**src/rtl/ctlport_pkg.sv**
```systemverilog
package ctlport_pkg;
    localparam int ADW   = 10;
    localparam int NPIN  = 8;
    localparam int FW    = 5;
    localparam int GRP   = 8;
    localparam int IDXW  = $clog2(GRP);
    localparam int GW    = FW - IDXW;
    localparam int CFGW  = FW + 1;
    localparam int TESTW = 4;

    localparam logic [ADW-1:0] A_STAT  = 10'h000;
    localparam logic [ADW-1:0] A_CTRL  = 10'h001;
    localparam logic [ADW-1:0] A_LATCH = 10'h002;
    localparam logic [ADW-1:0] A_CFG0  = 10'h00F;
    localparam logic [ADW-1:0] A_TEST  = 10'h055;

    localparam logic [GW-1:0] G_STAT  = 2'd0;
    localparam logic [GW-1:0] G_CTRL  = 2'd1;
    localparam logic [GW-1:0] G_LATCH = 2'd2;

    localparam logic DIR_OUT = 1'b0;
    localparam logic DIR_IN  = 1'b1;

    localparam int PIN_LOCK = 4;
    localparam int PIN_BIST = 6;

    typedef enum logic {PH_ADDR, PH_DATA} phase_e;

    typedef struct packed {
        logic          dir;
        logic [FW-1:0] code;
    } pincfg_t;

    function automatic logic cfg_legal(pincfg_t c);
        logic [GW-1:0] g;
        g = c.code[FW-1:IDXW];
        if (c.dir == DIR_OUT) return (g == G_STAT) || (g == G_CTRL);
        return (g == G_CTRL) || (g == G_LATCH);
    endfunction

    function automatic pincfg_t cfg_default(int pin);
        pincfg_t c;
        if (pin == PIN_LOCK || pin == PIN_BIST) begin
            c.dir  = DIR_OUT;
            c.code = {G_STAT, IDXW'(pin)};
        end else begin
            c.dir  = DIR_IN;
            c.code = {G_LATCH, IDXW'(pin)};
        end
        return c;
    endfunction
endpackage

```
**src/rtl/ctlport_seq.sv**
```systemverilog
module ctlport_seq
    import ctlport_pkg::*;
(
    input  logic           clk,
    input  logic           rst_n,
    input  logic           acc_clk,
    input  logic           sel_n,
    input  logic           rnw,
    input  logic [ADW-1:0] ad_in,
    input  logic [ADW-1:0] rd_val,
    output logic           acc_wr,
    output logic           acc_rd,
    output logic [ADW-1:0] acc_addr,
    output logic [ADW-1:0] acc_wdata,
    output logic [ADW-1:0] ad_out,
    output logic           ad_oe
);
    typedef struct packed {
        logic           aclk_p;
        phase_e         phase;
        logic           rnw;
        logic [ADW-1:0] addr;
        logic [ADW-1:0] dout;
        logic           oe;
    } seq_t;

    seq_t q, d;
    logic strobe;

    always_comb begin
        d      = q;
        acc_wr = 1'b0;
        acc_rd = 1'b0;
        strobe = acc_clk & ~q.aclk_p;
        d.aclk_p = acc_clk;
        if (sel_n) begin
            d.phase = PH_ADDR;
            d.oe    = 1'b0;
        end else if (strobe) begin
            if (q.phase == PH_ADDR) begin
                d.addr  = ad_in;
                d.rnw   = rnw;
                d.phase = PH_DATA;
                d.oe    = 1'b0;
            end else begin
                d.phase = PH_ADDR;
                if (q.rnw) begin
                    acc_rd = 1'b1;
                    d.dout = rd_val;
                    d.oe   = 1'b1;
                end else begin
                    acc_wr = 1'b1;
                end
            end
        end
    end

    always_ff @(posedge clk or negedge rst_n) begin
        if (!rst_n) begin
            q <= '{aclk_p: 1'b0, phase: PH_ADDR, rnw: 1'b0,
                   addr: '0, dout: '0, oe: 1'b0};
        end else begin
            q <= d;
        end
    end

    assign acc_addr  = q.addr;
    assign acc_wdata = ad_in;
    assign ad_out    = q.dout;
    assign ad_oe     = q.oe;
endmodule

```
**src/rtl/ctlport_pincfg.sv**
```systemverilog
module ctlport_pincfg
    import ctlport_pkg::*;
(
    input  logic                     clk,
    input  logic                     rst_n,
    input  logic                     acc_wr,
    input  logic [ADW-1:0]           acc_addr,
    input  logic [CFGW-1:0]          wdata,
    output pincfg_t [NPIN-1:0]       cfg
);
    for (genvar i = 0; i < NPIN; i++) begin : g_pin
        localparam logic [ADW-1:0] MY_ADDR = A_CFG0 + ADW'(i);
        pincfg_t cfg_d, cfg_q;
        logic    hit;

        always_comb begin
            cfg_d = cfg_q;
            hit   = acc_wr && (acc_addr == MY_ADDR);
            if (hit && cfg_legal(pincfg_t'(wdata))) begin
                cfg_d = pincfg_t'(wdata);
            end
        end

        always_ff @(posedge clk or negedge rst_n) begin
            if (!rst_n) cfg_q <= cfg_default(i);
            else        cfg_q <= cfg_d;
        end

        assign cfg[i] = cfg_q;
    end
endmodule

```
**src/rtl/ctlport_regs.sv**
```systemverilog
module ctlport_regs
    import ctlport_pkg::*;
(
    input  logic                clk,
    input  logic                rst_n,
    input  logic                acc_wr,
    input  logic                acc_rd,
    input  logic [ADW-1:0]      acc_addr,
    input  logic [ADW-1:0]      acc_wdata,
    input  pincfg_t [NPIN-1:0]  cfg,
    input  logic [GRP-1:0]      stat_in,
    input  logic [NPIN-1:0]     gpio_in,
    output logic [ADW-1:0]      rd_val,
    output logic [GRP-1:0]      ctrl_o,
    output logic [GRP-1:0]      latch_o,
    output logic [TESTW-1:0]    test_o,
    output logic [NPIN-1:0]     gpio_out
);
    typedef struct packed {
        logic [GRP-1:0]   ctrl;
        logic [GRP-1:0]   latch;
        logic [TESTW-1:0] test;
        logic [NPIN-1:0]  gout;
    } regs_t;

    regs_t q, d;
    logic  unused_hi;

    assign unused_hi = ^acc_wdata[ADW-1:GRP];

    always_comb begin
        logic [GW-1:0]   grp;
        logic [IDXW-1:0] idx;
        d = q;
        if (acc_wr && acc_addr == A_CTRL) d.ctrl = acc_wdata[GRP-1:0];
        if (acc_wr && acc_addr == A_TEST) d.test = acc_wdata[TESTW-1:0];
        if (acc_rd && acc_addr == A_TEST) d.test = '1;
        for (int i = 0; i < NPIN; i++) begin
            grp = cfg[i].code[FW-1:IDXW];
            idx = cfg[i].code[IDXW-1:0];
            d.gout[i] = 1'b0;
            if (cfg[i].dir == DIR_IN) begin
                if (grp == G_CTRL)       d.ctrl[idx]  = gpio_in[i];
                else if (grp == G_LATCH) d.latch[idx] = gpio_in[i];
            end else begin
                if (grp == G_STAT)      d.gout[i] = stat_in[idx];
                else if (grp == G_CTRL) d.gout[i] = q.ctrl[idx];
            end
        end
    end

    always_comb begin
        rd_val = '0;
        if (acc_addr == A_STAT)       rd_val = ADW'(stat_in);
        else if (acc_addr == A_CTRL)  rd_val = ADW'(q.ctrl);
        else if (acc_addr == A_LATCH) rd_val = ADW'(q.latch);
        else if (acc_addr == A_TEST)  rd_val = ADW'(q.test);
        for (int i = 0; i < NPIN; i++) begin
            if (acc_addr == A_CFG0 + ADW'(i)) rd_val = ADW'(cfg[i]);
        end
    end

    always_ff @(posedge clk or negedge rst_n) begin
        if (!rst_n) begin
            q <= '{ctrl: '0, latch: '0, test: '1, gout: '0};
        end else begin
            q <= d;
        end
    end

    assign ctrl_o   = q.ctrl;
    assign latch_o  = q.latch;
    assign test_o   = q.test;
    assign gpio_out = q.gout;
endmodule

```
**src/rtl/ctlport_pinmap.sv**
```systemverilog
module ctlport_pinmap
    import ctlport_pkg::*;
(
    input  logic             clk,
    input  logic             rst_n,
    input  logic             acc_clk,
    input  logic             port_sel_n,
    input  logic             port_rnw,
    input  logic [9:0]       ad_in,
    output logic [9:0]       ad_out,
    output logic             ad_oe,
    input  logic [7:0]       stat_in,
    input  logic [7:0]       gpio_in,
    output logic [7:0]       gpio_out,
    output logic [7:0]       gpio_oe,
    output logic [7:0]       ctrl_out,
    output logic [7:0]       latch_out,
    output logic [3:0]       test_en
);
    logic                acc_wr, acc_rd;
    logic [ADW-1:0]      acc_addr, acc_wdata, rd_val;
    pincfg_t [NPIN-1:0]  cfg;

    ctlport_seq u_seq (
        .clk      (clk),
        .rst_n    (rst_n),
        .acc_clk  (acc_clk),
        .sel_n    (port_sel_n),
        .rnw      (port_rnw),
        .ad_in    (ad_in),
        .rd_val   (rd_val),
        .acc_wr   (acc_wr),
        .acc_rd   (acc_rd),
        .acc_addr (acc_addr),
        .acc_wdata(acc_wdata),
        .ad_out   (ad_out),
        .ad_oe    (ad_oe)
    );

    ctlport_pincfg u_pincfg (
        .clk      (clk),
        .rst_n    (rst_n),
        .acc_wr   (acc_wr),
        .acc_addr (acc_addr),
        .wdata    (acc_wdata[CFGW-1:0]),
        .cfg      (cfg)
    );

    ctlport_regs u_regs (
        .clk      (clk),
        .rst_n    (rst_n),
        .acc_wr   (acc_wr),
        .acc_rd   (acc_rd),
        .acc_addr (acc_addr),
        .acc_wdata(acc_wdata),
        .cfg      (cfg),
        .stat_in  (stat_in),
        .gpio_in  (gpio_in),
        .rd_val   (rd_val),
        .ctrl_o   (ctrl_out),
        .latch_o  (latch_out),
        .test_o   (test_en),
        .gpio_out (gpio_out)
    );

    always_comb begin
        for (int i = 0; i < NPIN; i++) begin
            gpio_oe[i] = (cfg[i].dir == DIR_OUT);
        end
    end
endmodule

```
**config.mk**
```make
export PLATFORM = sky130hd
export DESIGN_NAME = ctlport_pinmap
export DESIGN_NICKNAME = d
export VERILOG_FILES = /design/src/rtl/ctlport_pkg.sv /design/src/rtl/ctlport_seq.sv /design/src/rtl/ctlport_pincfg.sv /design/src/rtl/ctlport_regs.sv /design/src/rtl/ctlport_pinmap.sv
export SDC_FILE = /design/constraint.sdc
export NUM_CORES = 1
export LEC_CHECK = 0
export BUFFER_PORTS_ARGS = -buffer_cell sky130_fd_sc_hd__buf_4
export CORE_UTILIZATION = 30
export CTS_BUF_LIST = sky130_fd_sc_hd__clkbuf_16
export DETAILED_ROUTE_END_ITERATION = 7
export GPL_ROUTABILITY_DRIVEN = 0
export PLACE_DENSITY_LB_ADDON = 0.08
export SYNTH_ARGS = -nofsm -noshare
export SYNTH_HDL_FRONTEND = slang
export SYNTH_SLANG_ARGS = --single-unit
```
**constraint.sdc**
```tcl
create_clock -name clk -period 3.65 [get_ports clk]
set_input_delay 0.73 -clock clk [delete_from_list [all_inputs] [get_ports clk]]
set_output_delay 0.73 -clock clk [all_outputs]
set_load 0.01 [all_outputs]
```
# After elaboration in Yosys (flattened, before gate mapping)
# Cells that the tools add are included.
dict set report op_classes {
  order_cmp 16
  eq_ne 30
  mux 152
  n_bitwise 12
  reduce_logical 44
}
# cell n
set op_table {}
lappend op_table {{$mux W8} 25}
lappend op_table {{$bwmux W8} 16}
lappend op_table {{$mux W16} 8}
lappend op_table {{$mux W10} 12}
lappend op_table {{$eq A10 B5 Y1 const B} 7}
lappend op_table {{$mux W1} 61}
lappend op_table {{$bmux W1 S3} 16}
lappend op_table {{$lt A3 B4 Y1 const B} 8}
lappend op_table {{$logic_and A1 B1 Y1} 27}
lappend op_table {{$demux W1 S3} 8}
lappend op_table {{$ge A3 B1 Y1 const B} 8}
lappend op_table {{$mux W23} 1}
lappend op_table {{$mux W11} 2}
lappend op_table {{$eq A2 B1 Y1 const B} 9}
lappend op_table {{$eq A2 B2 Y1 const B} 9}
lappend op_table {{$logic_not A2 Y1} 9}
lappend op_table {{$mux W4} 3}
lappend op_table {{$not A1 Y1} 11}
lappend op_table {{$eq A10 B1 Y1 const B} 1}
lappend op_table {{$eq A10 B2 Y1 const B} 1}
lappend op_table {{$eq A10 B4 Y1 const B} 1}
lappend op_table {{$eq A10 B7 Y1 const B} 1}
lappend op_table {{$logic_not A10 Y1} 1}
lappend op_table {{$reduce_and A4 Y1} 1}
lappend op_table {{other kinds (6)} 8}
dict set report totals {
  register_bits 100
  output_inout_bits 47
}

# Depth between registers and ports, before layout
dict set report depth {
  depth_word 37
  depth_mapped 7
}

# Cells and area by module
# Synthesis repeated with hierarchy kept, for this count alone.
dict set report unflattened {
  hier_cells 1056
  area_unflattened_um2 9095.0
}
# module n_inst cells_each area_per_inst_um2
set modules_own_cells {}
lappend modules_own_cells {ctlport_regs 1 842 5798.1}
lappend modules_own_cells {ctlport_pincfg 1 117 2059.5}
lappend modules_own_cells {ctlport_seq 1 89 1207.4}
lappend modules_own_cells {ctlport_pinmap 1 8 30.0}

# Least setup slack after synthesis
# Ideal clock, no wire load.
dict set report synth_path {
  kind {input -> register}
  from {in port_sel_n}
  to {reg u_pincfg.g_pin[4].cfg_q (netlist bit u_pincfg.cfg[24])}
  setup_ns 0.125
  t_arrival_ns 2.232
  required_time_ns 3.525
  path_slack_ns 1.293
  stages 5
  n_path_buf 1
  cell_sequence {and4bb_1 -> buf_6 -> nor3b_4 -> nand4_4 -> mux2_2}
}
dict set report synth_via {
  elab_chain_len 3
}
# item line_no
set synth_lines {}
lappend synth_lines {{from (decl)} ctlport_pinmap.sv:7} ;# input logic port_sel_n,
lappend synth_lines {{$mux W1} ctlport_seq.sv:36} ;# if (sel_n) begin
lappend synth_lines {{$logic_and A1 B1 Y1} ctlport_pincfg.sv:18} ;# hit = acc_wr && (acc_addr == MY_ADDR);
lappend synth_lines {{$logic_and A1 B1 Y1} ctlport_pincfg.sv:19} ;# if (hit && cfg_legal(pincfg_t'(wdata))) begin
lappend synth_lines {{to (signal assigned)} ctlport_pincfg.sv:25} ;# if (!rst_n) cfg_q <= cfg_default(i);
lappend synth_lines {{to (signal assigned)} ctlport_pincfg.sv:26} ;# else cfg_q <= cfg_d;
lappend synth_lines {{to (decl)} ctlport_pincfg.sv:13} ;# pincfg_t cfg_d, cfg_q;
# No other way between the ends.
# A chain may end at the register's enable or synchronous reset.

==> flow_summary.toml <==
[routing]
antenna_left = 0
vias = 9054
viasPerCell = 6.363
drt_first_pass_iters = 6
drtIter0Drc = 882
wl_per_cell_um = 29.03
drc_errors = 0
finalWirelength_mm = 41.31

[final_layout]
diodes = 0
stdcell_area_um2 = 9826
drive_gt1_share_pct = 24.06
fill_cells = 3002
area_growth_syn_to_layout_pct = 11.68
seqCellArea_um2 = 2487
layout.nets = 1065
multi_input_area_um2 = 5725

[placed_design]
io_buffers = 75
dpl.hpwl_mm = 30.05
dpl_cell_area_um2 = 9554

[synthesis]
ys_seq_area_share_pct = 28.27
synth-edff-count = 0
synth_warnings = 0
netlist.area_leader.share_pct = 19.91
synth_commonest_cells = "90 x clkbuf_1, 75 x nand2_1, 70 x dfrtp_1, 69 x mux2_2, 68 x nor2_1"
yosysMostFrequentCell = "clkbuf_1"
syn_avg_cell_area_um2 = 8.468
synthArstFlopShare_pct = 100.0
synth_top_family_by_area = "simple AND/OR/NAND/NOR gates"
synthXorXnorAreaFrac_pct = 0.1991
netlist_area_um2 = 8798
synthCells = 1039
ys_ff_latch = 98
synthTopCellsByArea = "dfrtp_1 20%, mux2_2 8.8%, dfstp_2 8.4%"
synthMuxAreaShare_pct = 14.35
yosys.area_share.adder_pct = 0
synth_top_area_cell = "dfrtp_1"
synth-simple-area-share_pct = 26.59
synth_compound_area_share_pct = 23.79
ys.flop_type = "dfrtp_1"
synth_cell_types = 82

[clocking]
postCtsSetupBuffers = 0
h-tree-depth = 3
cts_resized = 0
clk_latency_ns = 0.38
cts_buffers = 9
root_buffer = "clkbuf_16"
clkTransAtPathRegs_ns = 0.10
clkSinkCount = 98
cts_hold_buf = 0
cts_tree = "yes"
cts_buffer_depth = 2

[setup_path]
cp_slowest_cell = "dfrtp_1"
cp-start-kind = "flip-flop"
reg2regPathDepth = 6
worstPathMaxFanout = 13
crit_end = "u_regs.latch_o[1]$_DFF_PN0_"
r2r-end = "u_regs.latch_o[1]$_DFF_PN0_"
end_kind = "flip-flop"
cp_data_arrival_time_ns = 2.86
path_cells = "buf_4 > nor3b_1 > a22oi_1 > a2111oi_0 > o21ai_0 > a22oi_1"
cp_slowest_stage_delay_ns = 0.58
regToRegStartpoint = "u_pincfg.cfg[24]$_DFFE_PN0P_"
path_common_cell = "a22oi_1"
crit_start = "u_pincfg.cfg[24]$_DFFE_PN0P_"
criticalPathCategory = "flip-flop to flip-flop"
regToRegSetupSlack_ns = 1.09
required_ns = 3.95

[floorplan]
core_area_um2 = 28780
initial_core_util_pct = 30.57
ios = 78
die-area_um2 = 30020
row_count = 62
fp.dieH_um = 173.3
dieWidth_um = 173.3

[global_routing]
grt_antenna_before_repair = 1
grt_pass1_wl_mm = 60.91
grt_start_max_net_pins = 55
grt_pass1_vias = 8748
grt-ovfl-total = 0
grt_use_total_pct = 27.63

[timing]
min_period_ns = 2.559
slew_headroom_pct = 33.67
finalHoldViolCount = 0
tightestPinTransition_ns = 0.9816
grt_setup_unrepaired = "false"
finalSetupViolCount = 0
max_freq_mhz = 390.7
finalCritPeriodShare_pct = 70.12
drv_slew = 0
tns_ns = 0
finClkSkew_ns = 0.02778

[run]
drv_cap = 0

[pwr]
p_leak_uw = 0.003552
peakVddDrop_mv = 0.1809
power.density_nw_per_um2 = 288.1

[hold_path]
hold_class = "input port to asynchronous set/reset pin"

[outcome]
outcome = "completed"
state kept, by name (all words and copies together), names as in the netlist:
name             cells
u_pincfg.cfg        48
u_regs.ctrl_o        8
u_regs.gpio_out      8
u_regs.latch_o       8
u_regs.test_o        4
u_seq.acc_addr      10
u_seq.ad_oe          1
u_seq.ad_out         8
u_seq.q              3
logic make-up (layout without fill, tap and decap cells):
logic type      after synthesis  in the layout
simple gates                389            389
buf+inv                     144            143
compound gates              300            300
flops                        98             98
other cells                   1              2
mux                         105            105
xor+xnor                      2              2
worst max-delay path, delay by kind of cell, from the launching register on:
kind,cells,cell delay [ns]
simple gates,1,0.55
buf+inv,1,0.27
compound gates,4,1.07
flops,1,0.58
metrics by stage:
stage / hold WS [ns] / total power [uW] / setup WS (ns) / cells / utilization, %
2_1_floorplan: 0.4344 / 1630 / 1.293 / 1040 / -
3_3_place_gp: 0.4999 / 1888 / 1.119 / 1407 / 33.20
3_5_place_dp: 0.4978 / 1883 / 1.104 / 1407 / 33.20
4_1_cts: 0.4330 / 2856 / 1.191 / 1423 / 34.14
5_1_grt: 0.4719 / 2950 / 0.8846 / 1423 / 34.14
6_report: 0.3989 / 2830 / 1.091 / 1423 / 34.14
area by class of cell:
| class | count | area share [%] |
|---|---|---|
| Timing Repair Buffer | 99 | 7.691 |
| Clock inverter | 7 | 0.4712 |
| Sequential cell | 98 | 25.32 |
| Tap cell | 384 | 4.890 |
| Clock buffer | 9 | 2.292 |
| Inverter | 28 | 1.070 |
| Multi-Input combinational cell | 798 | 58.27 |
worst min path at each step:
stage | depth (start not counted) | end | start
after detailed placement | 2 | u_seq.ad_out[6]$_DFFE_PN0P_ | u_seq.ad_out[6]$_DFFE_PN0P_
after floorplan | 0 | u_pincfg.cfg[0]$_DFFE_PN0P_ | rst_n
after global placement | 2 | u_regs.test_o[2]$_DFFE_PN1P_ | u_regs.test_o[2]$_DFFE_PN1P_
final | 1 | u_regs.gpio_out[3]$_DFF_PN0_ | rst_n
after global routing | 1 | u_regs.gpio_out[3]$_DFF_PN0_ | rst_n
after CTS | 1 | u_regs.gpio_out[3]$_DFF_PN0_ | rst_n
per-layer routing:
| layer | GRT usage [%] | vias to the layer above | share of wire [%] |
|---|---|---|---|
| li1 | - | 3980 | - |
| met2 | 44.94 | 398 | 46 |
| met4 | 9.845 | 0 | 3.4 |
| met1 | 36.61 | 4603 | 43 |
| met3 | 5.044 | 73 | 6.8 |
| met5 | 0 | - | 0 |
where the power goes:
group	internal [uW]	leakage [uW]	switching (uW)
sequential	1150	0.00117	118
clock	463	0.000138	497
combinational	244	0.00225	353
total	1860	0.00355	968
cells in the final DEF (no fill, tap or decap), types with 28 or more instances in the layout:
cell	netlist	final
a21oi_1	54	54
buf_4	10	98
dfrtp_1	70	70
dfstp_2	28	28
inv_1	28	30
mux2_2	69	69
nand2_1	75	75
nand3_1	28	28
nand3b_1	28	28
nor2_1	68	68
nor3_1	35	34
o21ai_0	41	41
o22ai_1	36	36
No activity file was read; power rests on OpenSTA's default activity.
